[src/rtl/lpm_pkg.sv]
package lpm_pkg;
  localparam int MODE_W = 3;
  localparam int EN_W   = 10;

  localparam logic [MODE_W-1:0] M_ACT  = 3'd0;
  localparam logic [MODE_W-1:0] M_LPM0 = 3'd1;
  localparam logic [MODE_W-1:0] M_LPM1 = 3'd2;
  localparam logic [MODE_W-1:0] M_LPM2 = 3'd3;
  localparam logic [MODE_W-1:0] M_LPM3 = 3'd4;
  localparam logic [MODE_W-1:0] M_LPM4 = 3'd5;
  localparam logic [MODE_W-1:0] M_D35  = 3'd6;
  localparam logic [MODE_W-1:0] M_D45  = 3'd7;

  localparam int B_CPU = 0, B_MCLK = 1, B_SMCLK = 2, B_ACLK = 3, B_FLL = 4;
  localparam int B_DCO = 5, B_DCGEN = 6, B_XTAL = 7, B_VREG = 8, B_RTC = 9;

  typedef enum logic [1:0] {S_RUN, S_SLEEP, S_SVC, S_WRST} st_t;

  function automatic logic is_deep(input logic [MODE_W-1:0] m);
    return (m == M_D35) || (m == M_D45);
  endfunction
endpackage

[src/rtl/lpm_gate_map.sv]
module lpm_gate_map
  import lpm_pkg::*;
(
  input  logic [MODE_W-1:0] mode_i,
  input  logic              wrst_i,
  output logic [EN_W-1:0]   en_o
);
  always_comb begin
    en_o = '1;
    if (wrst_i) begin
      en_o[B_CPU] = 1'b0;
    end else begin
      unique case (mode_i)
        M_ACT: ;
        M_LPM0: begin
          en_o[B_CPU] = 1'b0; en_o[B_MCLK] = 1'b0;
        end
        M_LPM1: begin
          en_o[B_CPU] = 1'b0; en_o[B_MCLK] = 1'b0; en_o[B_FLL] = 1'b0;
        end
        M_LPM2: begin
          en_o[B_CPU] = 1'b0; en_o[B_MCLK] = 1'b0; en_o[B_SMCLK] = 1'b0;
          en_o[B_FLL] = 1'b0; en_o[B_DCO] = 1'b0;
        end
        M_LPM3: begin
          en_o[B_CPU] = 1'b0; en_o[B_MCLK] = 1'b0; en_o[B_SMCLK] = 1'b0;
          en_o[B_FLL] = 1'b0; en_o[B_DCO] = 1'b0; en_o[B_DCGEN] = 1'b0;
        end
        M_LPM4: begin
          en_o = '0;
          en_o[B_VREG] = 1'b1;
        end
        M_D35: begin
          en_o = '0;
          en_o[B_RTC] = 1'b1; en_o[B_XTAL] = 1'b1;
        end
        default: en_o = '0;
      endcase
    end
  end
endmodule

[src/rtl/lpm_wake_qual.sv]
module lpm_wake_qual
  import lpm_pkg::*;
(
  input  logic [MODE_W-1:0] mode_i,
  input  logic              irq_pend_i,
  input  logic              wk_ext_i,
  input  logic              wk_rtc_i,
  input  logic              wk_pa_i,
  input  logic              wk_pb_i,
  output logic              wake_o
);
  logic pin_wk;
  assign pin_wk = wk_ext_i | wk_pa_i | wk_pb_i;

  always_comb begin
    unique case (mode_i)
      M_ACT:   wake_o = 1'b0;
      M_D35:   wake_o = pin_wk | wk_rtc_i;
      M_D45:   wake_o = pin_wk;
      default: wake_o = irq_pend_i;
    endcase
  end
endmodule

[src/rtl/lpm_rst_timer.sv]
module lpm_rst_timer #(
  parameter int RST_CYCLES = 4
) (
  input  logic clk_i,
  input  logic rst_ni,
  input  logic load_i,
  input  logic run_i,
  output logic done_o
);
  localparam int CW = $clog2(RST_CYCLES) + 1;
  localparam logic [CW-1:0] LOAD_V = CW'(RST_CYCLES - 1);

  logic [CW-1:0] cnt_q;

  always_ff @(posedge clk_i or negedge rst_ni) begin
    if (!rst_ni)                  cnt_q <= '0;
    else if (load_i)              cnt_q <= LOAD_V;
    else if (run_i && cnt_q != 0) cnt_q <= cnt_q - 1'b1;
  end

  assign done_o = (cnt_q == '0);

  assert_cnt_bound_R10: assert property (@(posedge clk_i) disable iff (!rst_ni)
    cnt_q <= LOAD_V);
endmodule

[src/rtl/lpm_clk_ctrl.sv]
module lpm_clk_ctrl
  import lpm_pkg::*;
#(
  parameter int RST_CYCLES = 4
) (
  input  logic              clk_i,
  input  logic              rst_ni,
  input  logic              mode_wr_i,
  input  logic [MODE_W-1:0] mode_i,
  input  logic              irq_pend_i,
  input  logic              reti_i,
  input  logic              wk_ext_i,
  input  logic              wk_rtc_i,
  input  logic              wk_pa_i,
  input  logic              wk_pb_i,
  output logic [EN_W-1:0]   en_o,
  output logic              core_rst_o,
  output logic [MODE_W-1:0] mode_o
);
  st_t               st_q, st_d;
  logic [MODE_W-1:0] cur_q, cur_d, sav_q, sav_d, tgt_mode;
  logic              wake_cur, wake_tgt, tmr_done;
  logic [EN_W-1:0]   en_d, en_q;
  logic              crst_q;

  assign tgt_mode = mode_wr_i ? mode_i : sav_q;

  lpm_wake_qual i_wq_cur (
    .mode_i(cur_q), .irq_pend_i, .wk_ext_i, .wk_rtc_i, .wk_pa_i, .wk_pb_i,
    .wake_o(wake_cur));

  lpm_wake_qual i_wq_tgt (
    .mode_i(tgt_mode), .irq_pend_i, .wk_ext_i, .wk_rtc_i, .wk_pa_i, .wk_pb_i,
    .wake_o(wake_tgt));

  lpm_rst_timer #(.RST_CYCLES(RST_CYCLES)) i_tmr (
    .clk_i, .rst_ni,
    .load_i(st_q != S_WRST && st_d == S_WRST),
    .run_i (st_q == S_WRST),
    .done_o(tmr_done));

  always_comb begin
    st_d  = st_q;
    cur_d = cur_q;
    sav_d = sav_q;
    unique case (st_q)
      S_RUN:
        if (mode_wr_i && mode_i != M_ACT && !wake_tgt) begin
          st_d  = S_SLEEP;
          cur_d = mode_i;
        end
      S_SLEEP:
        if (wake_cur) begin
          cur_d = M_ACT;
          if (is_deep(cur_q)) begin
            st_d = S_WRST;
          end else begin
            st_d  = S_SVC;
            sav_d = cur_q;
          end
        end
      S_SVC:
        if (mode_wr_i) begin
          sav_d = mode_i;
        end else if (reti_i) begin
          if (sav_q != M_ACT && !wake_tgt) begin
            st_d  = S_SLEEP;
            cur_d = sav_q;
          end else begin
            st_d = S_RUN;
          end
        end
      default:
        if (tmr_done) st_d = S_RUN;
    endcase
  end

  lpm_gate_map i_map (.mode_i(cur_d), .wrst_i(st_d == S_WRST), .en_o(en_d));

  always_ff @(posedge clk_i or negedge rst_ni) begin
    if (!rst_ni) begin
      st_q   <= S_RUN;
      cur_q  <= M_ACT;
      sav_q  <= M_ACT;
      en_q   <= '1;
      crst_q <= 1'b0;
    end else begin
      st_q   <= st_d;
      cur_q  <= cur_d;
      sav_q  <= sav_d;
      en_q   <= en_d;
      crst_q <= (st_d == S_WRST);
    end
  end

  assign en_o       = en_q;
  assign core_rst_o = crst_q;
  assign mode_o     = cur_q;

  assert_active_full_R2: assert property (@(posedge clk_i) disable iff (!rst_ni)
    (mode_o == M_ACT && !core_rst_o) |-> en_o == '1);

  assert_rst_pulse_pattern_R10: assert property (@(posedge clk_i) disable iff (!rst_ni)
    core_rst_o |-> (en_o[B_VREG] && !en_o[B_CPU] && mode_o == M_ACT));

  assert_blocked_entry_R7: assert property (@(posedge clk_i) disable iff (!rst_ni)
    (st_q == S_RUN && mode_wr_i && wake_tgt) |=> mode_o == M_ACT);

  assert_shallow_wake_R4: assert property (@(posedge clk_i) disable iff (!rst_ni)
    (st_q == S_SLEEP && !is_deep(cur_q) && irq_pend_i) |=> (mode_o == M_ACT && en_o == '1));

  assert_deep_hold_R9: assert property (@(posedge clk_i) disable iff (!rst_ni)
    (st_q == S_SLEEP && cur_q == M_D45 && !wk_ext_i && !wk_pa_i && !wk_pb_i)
      |=> (mode_o == M_D45 && en_o == '0));

  assert_reti_restore_R5: assert property (@(posedge clk_i) disable iff (!rst_ni)
    (st_q == S_SVC && reti_i && !mode_wr_i && sav_q != M_ACT && !wake_tgt)
      |=> mode_o == $past(sav_q));

  assert_wake_to_reset_R8: assert property (@(posedge clk_i) disable iff (!rst_ni)
    (st_q == S_SLEEP && cur_q == M_D35 && wk_rtc_i) |=> core_rst_o);
endmodule

[config.mk]
export PLATFORM = sky130hd
export DESIGN_NAME = lpm_clk_ctrl
export DESIGN_NICKNAME = d
export VERILOG_FILES = /design/src/rtl/lpm_pkg.sv /design/src/rtl/lpm_gate_map.sv /design/src/rtl/lpm_wake_qual.sv /design/src/rtl/lpm_rst_timer.sv /design/src/rtl/lpm_clk_ctrl.sv
export SDC_FILE = /design/constraint.sdc
export NUM_CORES = 1
export LEC_CHECK = 0
export BUFFER_PORTS_ARGS = -buffer_cell sky130_fd_sc_hd__clkbuf_2
export CORE_ASPECT_RATIO = 1.4
export CORE_UTILIZATION = 25
export DETAILED_ROUTE_END_ITERATION = 7
export GPL_TIMING_DRIVEN = 1
export PLACE_DENSITY = 0.39
export SLEW_MARGIN = 5
export SYNTH_ARGS = -nofsm -noshare
export SYNTH_HDL_FRONTEND = slang
export SYNTH_SLANG_ARGS = --single-unit
[constraint.sdc]
create_clock -name clk_i -period 3.5 [get_ports clk_i]
set_input_delay 0.35 -clock clk_i [delete_from_list [all_inputs] [get_ports clk_i]]
set_output_delay 0.35 -clock clk_i [all_outputs]
set_load 0.1 [all_outputs]
======== Word-level counts from Yosys, hierarchy flattened ========
Index checks and enable logic that the tools add are counted.
word-level totals
  register bits after elaboration ......... 22
  logic and storage cells ................. 79
cells by class
  add/subtract/negate cells ............... 1
  equal/unequal tests ..................... 17
  mux-type cells .......................... 30
  bitwise operators ....................... 3
  reduce and logical (&&, ||, !) cells .... 22
operators with widths
  operator             number
  $mux 3               10
  $eq 3x3->1 const B   7
  $pmux 3 s3           2
  $logic_not 3->1      4
  $mux 2               6
  $mux 9               1
  $reduce_bool 3->1    3
  $mux 1               7
  $eq 2x2->1 const B   3
  $eq 3x2->1 const B   2
  $pmux 1 s3           2
  $pmux 2 s3           1
  $pmux 3 s2           1
  $logic_and 1x1->1    5
  $reduce_or 5->1      1
  $ne 2x2->1 const B   2
  $reduce_bool 2->1    2
  $reduce_or 4->1      1
  $eq 3x1->1 const B   1
  $or 1x1->1           3
  $reduce_and 3->1     1
  $reduce_or 3->1      1
  $sub 3x1->3 const B  1
  $eq 2x1->1 const B   1
  other kinds (5)      5

======== Logic depth before layout (Yosys ltp) ========
Gate-level depths: netlist of the first run.
  depth in word-level cells ............... 14
  mapped depth ............................ 8

======== Cells and area by module ========
Synthesis of the first run repeated with hierarchy kept, for this count alone.
unflattened totals
  cell total of the unflattened synthesis .. 101
  area, all modules ....................... 1,156.1 µm²
modules (own cells, without submodules)
  module         instances  cells an instance  area each (µm²)  seq. area each (µm²)
  lpm_clk_ctrl   1          59                 798.3            488.0
  lpm_rst_timer  1          17                 182.7            75.1
  lpm_wake_qual  2          6                  48.8             0.0
  lpm_gate_map   1          13                 77.6             0.0

======== Worst setup path after synthesis of the first run ========
Ideal clock, no wire load.
  kind .................................... reg-to-reg
  start ................................... register cur_q[1] (netlist: mode_o[1])
  end ..................................... register en_q[0] (netlist: en_o[0])
  arrival time ............................ 2.704 ns
  setup slack ............................. 0.732 ns
  stages on the path, launching flop included .. 9
  path through ............................ dfrtp_1 > clkbuf_1 > a21oi_1 > a41o_1 > nor3_1 > o221ai_1 > a311o_1 > or3_4 > nor2_2
between the ends
  longest elaborated chain between the ends .. 7
  elaborated cells on any way between the ends .. 18
  classes of those cells .................. eq/ne: 3; mux: 12; reduce/logical: 3
ends and longest elaborated chain
  what                                      line                                     text
  start, declared                           lpm_clk_ctrl.sv:21                       logic [MODE_W-1:0] cur_q, cur_d, sav_q, sav_d, tgt_mode;
  start signal, assigned                    lpm_clk_ctrl.sv:89                       cur_q <= cur_d;
  $eq 3x3->1, or another cell as far along  lpm_wake_qual.sv:16                      unique case (mode_i)
  $pmux 1 s3 or $mux 3 (tied branches)      lpm_wake_qual.sv:16, lpm_clk_ctrl.sv:65
  $mux 3 (on tied branches)                 lpm_clk_ctrl.sv:53, lpm_clk_ctrl.sv:63
  $pmux 3 s3 *                              lpm_clk_ctrl.sv:46                       unique case (st_q)
  net cur_d[1]                              lpm_clk_ctrl.sv:21
  $logic_not 3->1 *                         lpm_gate_map.sv:13                       unique case (mode_i)
  $mux 2 *                                  lpm_gate_map.sv:13
  $mux 1 *                                  lpm_gate_map.sv:10                       if (wrst_i) begin
  net en_d[0]                               lpm_clk_ctrl.sv:23                       logic [EN_W-1:0] en_d, en_q;
  end signal, assigned                      lpm_clk_ctrl.sv:91                       en_q <= en_d;
  end, declared                             lpm_clk_ctrl.sv:23
The timed path passes the listed nets; every way through them passes the cells marked *.
A chain may end at the register's enable or synchronous reset.

======== Worst setup path in the final report of the first run ========
  start ................................... register sav_q[0]
  end ..................................... register en_q[0] (netlist: en_o[0])
between the ends
  longest elaborated chain between the ends .. 12
  elaborated cells on any way between the ends .. 23
  classes of those cells .................. eq/ne: 3; mux: 14; reduce/logical: 6
ends and longest elaborated chain
  what                                           line                                    text
  start, declared                                lpm_clk_ctrl.sv:21
  start signal, assigned                         lpm_clk_ctrl.sv:90                      sav_q <= sav_d;
  $mux 3                                         n/a
  $eq 3x3->1 or $logic_not 3->1 (tied branches)  lpm_wake_qual.sv:16
  $pmux 1 s3                                     lpm_wake_qual.sv:16
  $logic_not 1->1                                lpm_clk_ctrl.sv:48, lpm_clk_ctrl.sv:66
  $logic_and 1x1->1                              lpm_clk_ctrl.sv:66                      if (sav_q != M_ACT && !wake_tgt) begin
  $mux 3                                         lpm_clk_ctrl.sv:66
  $mux 3                                         lpm_clk_ctrl.sv:65                      end else if (reti_i) begin
  $mux 3                                         lpm_clk_ctrl.sv:63                      if (mode_wr_i) begin
  $pmux 3 s3 *                                   lpm_clk_ctrl.sv:46
  net cur_d[1]                                   lpm_clk_ctrl.sv:21
  $logic_not 3->1 *                              lpm_gate_map.sv:13
  $mux 2 *                                       lpm_gate_map.sv:13
  $mux 1 *                                       lpm_gate_map.sv:10
  net en_d[0]                                    lpm_clk_ctrl.sv:23
Marked as above.

==> Implementation_results.wiki, run 1 <==
{| class="wikitable"
! Metric !! Value
|-
| Result of the run || finished clean
|-
| Diodes inserted || 0
|-
| Synthesis-to-layout area growth || 20.3%
|-
| # clock sinks || 20
|-
| Die X-Extent || 59.7 um
|-
| Cts hold-fix bufs || 0
|-
| Arrival time of the worst setup path || 2.54 ns
|-
| Synth Warn # || 0
|-
| Sequential share of the synthesized area || 0.439
|-
| RSZ-0062 raised after global routing || no
|-
| Cells on worst reg2reg path || 7
|-
| Max cap viols || 0
|-
| Highest attainable clock frequency || 427 MHz
|-
| Core area || 4500 um2
|-
| Path class of the lowest-slack min-delay path || input pin to asynchronous set/reset pin
|-
| Post-route clock period utilization || 0.669
|-
| Post-synthesis instance total || 133
|-
| Final-report hold violation count || 0
|-
| Vias per cell || 4.81
|-
| First-pass detailed-route iteration total || 4
|-
| Share of layout cells above drive strength 1 || 0.277
|-
| Total I/O pin count || 26
|-
| Setup repair bufs after CTS || 0
|-
| Vias in the first global route || about 990
|-
| Global route overflow || 0
|-
| Cts repair resizes || 0
|-
| Synth area leaders || dfrtp_1 26%, dfstp_2 18%, nand2_1 6.5%
|-
| Starting Density || 0.259
|-
| Count of port buffers added during placement || 25
|-
| Maximum fanout along the worst path || 6
|-
| Critical path capture point type || flip-flop
|-
| Worst reg2reg endpoint || en_o[0]
|-
| Final setup vio count || 0
|-
| Residual DRC || 0
|-
| Maximum number of pins on one net before global-route repair || 21
|-
| Seq cells post-synth || 20
|-
| First-pass GRT wire length || 4810 um
|-
| Setup Skew || 0.00298 ns
|-
| Post-route setup TNS || 0 ns
|-
| CTS Buf Count || 3
|-
| Register-to-register path setup slack || 1.16 ns
|-
| Post-synth top cells || 20 x nand2_1, 12 x dfrtp_1, 11 x inv_1, 11 x nor2_1
|-
| Slew at the pin closest to its max-slew limit || 0.686 ns
|-
| HPWL after DPL || 2320 um
|-
| H-tree depth || 1
|-
| # fillers || 510
|-
| Post-synth EDFFs || 0
|-
| Required time at the endpoint of the critical path || between 3 and 4 ns
|-
| Die Span Y || 82.7 um
|-
| Top_reg_cell synth || dfrtp_1
|-
| Avg Inst Size Synth || 8.75 um2
|-
| Total number of vias || 1,043
|-
| CTS Root Buffer Type || clkbuf_8
|-
| DRT antenna net count || 0
|-
| Clock slew at the register clock pins of the worst setup and hold paths || approximately 0.070 ns
|-
| Final net count || 170
|-
| Seq. cell area || 510 um2
|-
| Final number of max-transition violations || 0
|-
| Number of antenna violations at the first check in global routing || 0
|-
| Number of buffers between clock root and the deepest sink || 2
|-
| Number of nets in the synthesized netlist || approximately 150
|-
| Multi-input gate area in the final layout || about 570 um2
|-
| Setup Crit Path Kind || flip-flop to flip-flop
|-
| Minimum period implied by the final worst setup slack || 2.34 ns
|-
| Initial detailed-routing violation count || 14
|-
| Wirelength per Cell || 13.6 um
|-
| Site Rows || 29
|-
| Area of the die || between 4000 and 5000 um2
|-
| Final RePlAce weighted congestion || between 0.8 and 0.9
|-
| CTS tree || done
|-
| Startpoint types || flip-flop
|-
| Most repeated cell in the gate-level netlist after synthesis || nand2_1
|-
| Worst R2R Start || sav_q[0]
|-
| Combined global-route utilization of all metal layers || 0.131
|-
| Proportion of synthesized flip-flops having asynchronous set or reset || 1.00
|-
| Cell Area, Synth || between 1000 and 1500 um2
|-
| Post-synth cell types || 40
|-
| Relative slew slack || 0.538
|-
| Latest clock arrival within the worst-skew pair || 0.25 ns
|-
| Total detailed-routing wirelength || 2960 um
|-
| Most area-hungry cell type in the Yosys netlist || dfrtp_1
|-
| Top cell type's share of synthesized area || 0.258
|}
[registers in the layout, indices dropped and copies added (netlist names)]
register,count
st_q,2
i_tmr.cnt_q,3
sav_q,3
mode_o,3
en_o,8
core_rst_o,1
[worst max-delay path by stage]
| stage | start | end | slack (ns) | depth (start not counted) |
|---|---|---|---|---|
| after floorplan | mode_o[1] | en_o[0] | 0.73 | 8 |
| after global placement | mode_i[1] | en_o[0] | 0.99 | 8 |
| after detailed placement | mode_i[1] | en_o[0] | 0.94 | 8 |
| after CTS | mode_o[1] | en_o[0] | 1.14 | 7 |
| after global routing | mode_o[1] | en_o[0] | 0.97 | 7 |
| final | sav_q[0] | en_o[0] | 1.16 | 7 |
[final cells by class]
cell class / instances / share of cell area
clock buffers: 3 / 0.0295
well taps: 62 / 0.0554
clock inverters: 1 / 0.0214
flip-flops and latches: 20 / 0.365
inverters: 11 / 0.0295
multi-input cells: 95 / 0.410
repair buffers: 25 / 0.0894
[cells in the final DEF (no fill, tap or decap), types with 5 or more instances in the layout]
| cell | count |
|---|---|
| nand3_1 | 5 |
| inv_1 | 11 |
| clkbuf_2 | 25 |
| dfstp_2 | 8 |
| dfrtp_1 | 12 |
| nand2_1 | 20 |
| nor3_1 | 5 |
| nor2_1 | 11 |
| a21oi_1 | 8 |
[metal layers]
layer  wire length [um]  vias up  GRT usage  part of all wire
li1                   -      522          -                 -
met1               1250      489      0.153              0.42
met2               1510       24      0.221              0.51
met3                 90        8     0.0171             0.030
met4                104        0     0.0860             0.035
met5                  0        -          0                 0
[kinds of logic after synthesis]
| kind of cell | synth area share |
|---|---|
| and+or+nand+nor | 0.245 |
| AOI/OAI and AO/OA | 0.217 |
| DFF | 0.439 |
| buffers and inverters | 0.0677 |
| adders and majority gates | 0.0215 |
| muxes | 0.00968 |
[per-stage QoR]
| stage | instance area, um2 | worst slack, ns | hold slack (ns) | cells | util |
|---|---|---|---|---|---|
| 4_1_cts | 1400 | 1.14 | 0.0549 | 217 | 0.311 |
| 6_report | 1400 | 1.16 | 0.0325 | 217 | 0.311 |
| 5_1_grt | 1400 | 0.970 | 0.0713 | 217 | 0.311 |
| 3_3_place_gp | 1330 | 0.986 | 0.332 | 213 | 0.295 |
| 3_5_place_dp | 1330 | 0.939 | 0.334 | 213 | 0.295 |
| 2_1_floorplan | 1160 | 0.732 | 0.0544 | 133 | - |
[worst max-delay path: stages (launching register included)]
cell     delay, ns
dfrtp_1       0.44
mux2_2        0.28
o21ai_1       0.37
a21oi_1       0.20
and3_1        0.21
a311o_1       0.34
or3_4         0.35
nor2_2        0.08
Power of run 1 is not shown: default switching activity piles up to over one toggle a cycle in this logic, so the estimate is an artifact.
==> run 2, diff against run 1 <==
--- a/config.mk
+++ b/config.mk
@@ -10,7 +10,7 @@
 export CORE_UTILIZATION = 25
 export DETAILED_ROUTE_END_ITERATION = 7
 export GPL_TIMING_DRIVEN = 1
-export PLACE_DENSITY = 0.39
+export PLACE_DENSITY = 0.41
 export SLEW_MARGIN = 5
 export SYNTH_ARGS = -nofsm -noshare
 export SYNTH_HDL_FRONTEND = slang
==> constraint.sdc (replaced) <==
create_clock -name clk_i -period 1.9 [get_ports clk_i]
set_input_delay 0.19 -clock clk_i [delete_from_list [all_inputs] [get_ports clk_i]]
set_output_delay 0.19 -clock clk_i [all_outputs]
set_load 0.1 [all_outputs]
==> run 2 against run 1 <==
Net effect: the flow now finishes with violations (negative setup slack); worst hold slack gained 0.33 ns; cell area rose by 27%; worst setup slack got worse by 1.2 ns; clock skew up 0.0036 ns; non-clock buffer count grew 37; utilization is 8.3 points higher; critical path type unchanged.
==> Implementation_results.wiki, run 2 (synthesis results as in run 1) <==
{| class="wikitable"
! Metric !! Value
|-
| Starting Density || 0.259 (unchanged)
|-
| Maximum fanout along the worst path || 4 (-2)
|-
| Number of buffers between clock root and the deepest sink || 2 (unchanged)
|-
| Total I/O pin count || 26 (unchanged)
|-
| Sw Ratio || 0.516
|-
| Share of layout cells above drive strength 1 || 0.516 (+0.238)
|-
| HPWL after DPL || 2690 um (+16%)
|-
| Final Instance Count excl. Fillers || 254 (+17%)
|-
| Placed cells || 245 (+15%)
|-
| Die Span Y || 82.7 um (unchanged)
|-
| Diodes inserted || 0 (unchanged)
|-
| Minimum period implied by the final worst setup slack || 1.99 ns (-0.355 ns)
|-
| Startpoint types || flip-flop
|-
| Setup Skew || 0.00660 ns (+0.00362 ns)
|-
| First-pass detailed-route iteration total || 4 (unchanged)
|-
| Latest clock arrival within the worst-skew pair || 0.26 ns (about the same)
|-
| Critical path capture point type || flip-flop
|-
| Post-route cell area || 1770 um2 (+27%)
|-
| Highest cell delay on the worst timing path || 0.39 ns (-0.05 ns)
|-
| Total power consumption of the routed design || 3.46 mW
|-
| Cell-by-cell trace of the critical path || mux2_4, o21ai_2, buf_6, a211oi_4, buf_4, a311o_1, or3_4, nor2_2
|-
| RSZ-0062 raised after global routing || yes
|-
| # fillers || 507 (-0.59%)
|-
| Count of buffer and inverter cells on the critical path || 2 (+2)
|-
| Clock slew at the register clock pins of the worst setup and hold paths || 0.08 ns (about the same)
|-
| Worst hold-check slack || 0.366 ns (+0.333 ns)
|-
| Cell family with the largest share of critical-path delay || compound AO/OA/AOI/OAI gates
|-
| H-tree depth || 1 (unchanged)
|-
| Switching power || 1.78 mW
|-
| Slew at the pin closest to its max-slew limit || 0.545 ns (-0.141 ns)
|-
| Vias per cell || 4.77 (-0.81%)
|-
| Post-route setup TNS || -0.212 ns (-0.212 ns)
|-
| Synthesis-to-layout area growth || 52.5%
|-
| Maximum number of pins on one net before global-route repair || 21 (unchanged)
|-
| # clock sinks || 20 (unchanged)
|-
| DRT antenna net count || 0 (unchanged)
|-
| Final-report hold violation count || 0 (unchanged)
|-
| Global route overflow || 0 (unchanged)
|-
| Cell-internal power || 1.67 mW
|-
| Top library cells by usage in the layout, fill and taps aside || 34 x buf_4, 25 x clkbuf_2, 19 x nand2_1, 11 x nor2_1, 10 x inv_1
|-
| Final net count || 207 (+22%)
|-
| Vias in the first global route || 1,218 (+23%)
|-
| Max cap viols || 0 (unchanged)
|-
| Residual DRC || 0 (unchanged)
|-
| Number of antenna violations at the first check in global routing || 0 (unchanged)
|-
| CTS tree || done
|-
| Core area || 4500 um2 (unchanged)
|-
| Combinational cell fraction of total power || 0.644
|-
| Final number of max-transition violations || 0 (unchanged)
|-
| Most common cell after layout, fill and taps aside || buf_4
|-
| Final WS setup || -0.0855 ns (-1.25 ns)
|-
| Total detailed-routing wirelength || 3500 um (+19%)
|-
| Largest register FFs || 8 (unchanged)
|-
| Area of the die || 4940 um2 (unchanged)
|-
| Path class of the lowest-slack min-delay path || input pin to flip-flop
|-
| Pre-CTS setup slack || -0.287 ns (-1.23 ns)
|-
| Site Rows || 29 (unchanged)
|-
| Core Util, Final || 0.394 (+0.0831)
|-
| Required time at the endpoint of the critical path || 2.10 ns (-1.60 ns)
|-
| Result of the run || complete, but fails checks
|-
| Final RePlAce weighted congestion || 0.905 (+3.5%)
|-
| Final setup vio count || 4 (+4)
|-
| Cell with the largest stage delay on the worst path || dfrtp_1
|-
| Relative contribution of the clock network to total power || 0.121
|-
| Count of port buffers added during placement || 25 (unchanged)
|-
| Power Density || 1950 nW/um2
|-
| Register-to-register path setup slack || -0.09 ns (-1.25 ns)
|-
| Worst IR drop on VDD || 0.00151 V
|-
| Post-Place Cell Area || 1580 um2 (+19%)
|-
| Post-route clock period utilization || 1.04 (+0.376)
|-
| Violations in the final reports || negative setup slack
|-
| Setup Crit Path Kind || flip-flop to flip-flop
|-
| First-pass GRT wire length || 5530 um (+15%)
|-
| Highest attainable clock frequency || 504 MHz (+18%)
|-
| Arrival time of the worst setup path || 2.18 ns (-0.36 ns)
|-
| Initial detailed-routing violation count || 35 (+21)
|-
| Wirelength per Cell || 13.8 um (+1.2%)
|-
| Sequential fraction of design power || 0.235
|-
| Reported leakage power || ~0.84 nW
|-
| CTS Buf Count || 3 (unchanged)
|-
| Total number of vias || 1,211 (+16%)
|-
| Relative slew slack || 0.638 (+0.0998)
|-
| CTS Root Buffer Type || clkbuf_8
|-
| Die X-Extent || 59.7 um (unchanged)
|-
| Combined global-route utilization of all metal layers || 0.153 (+0.0220)
|}
[run 2: cell types whose count changed in the layout (fill, tap and decap cells not counted), sizes merged]
cell	delta
buf	+36
dlygate4sd3	+1
[run 2: area by class of cell]
class                   count  area, um2  share of cell area
clock buffers               3       41.3              0.0233
clock inverters             1       30.0              0.0169
inverters                  11       41.3              0.0233
multi-input cells          95        653               0.368
flip-flops and latches     20        518               0.292
well taps                  62       77.6              0.0437
repair buffers             62        413               0.233
[run 2: power by group through the flow]
stage                     clock [mW]  sequential [mW]  combinational [mW]
after floorplan                    0             1.50               0.768
after global placement             0            0.813                2.04
after detailed placement           0            0.813                2.05
after CTS                      0.432            0.815                2.13
after global routing           0.454            0.840                2.36
final                          0.418            0.813                2.22
[run 2: worst paths after layout]
kind                                      from              to  cells past startpoint
min in group asynchronous               rst_ni      core_rst_o                      2
worst min-delay path                 mode_i[0]        sav_q[0]                      4
worst max register to register        sav_q[0]         en_o[0]                      8
worst max-delay path                  sav_q[0]         en_o[0]                      8
max in group asynchronous               rst_ni       mode_o[1]                      2
worst min register to register  i_tmr.cnt_q[1]  i_tmr.cnt_q[1]                      2
[run 2: what timing repair did]
| item | 4_1_cts | 5_1_grt |
|---|---|---|
| hold endpoints to repair | 12 | 0 |
| endpoints found under the setup margin | 12 | 12 |
| pin swaps | 5 | 4 |
| hold buffers | 1 | 0 |
| setup buffers | 1 | 3 |
| resized for setup | 10 | 11 |
[run 2: metal layers]
layer,GRT usage,wire (um),part of all wire
met4,0.0977,117,0.033
met1,0.181,1540,0.44
met5,0,0,0
met3,0.0202,125,0.036
met2,0.257,1720,0.49
[run 2: worst reg2reg max path, stage by stage (launching register included)]
cell and delay, ns:
dfrtp_1 0.39, mux2_4 0.28, o21ai_2 0.15, buf_6 0.13, a211oi_4 0.06, buf_4 0.14
a311o_1 0.36, or3_4 0.34, nor2_2 0.09
Note: power is estimated with default switching activity, not from simulation.
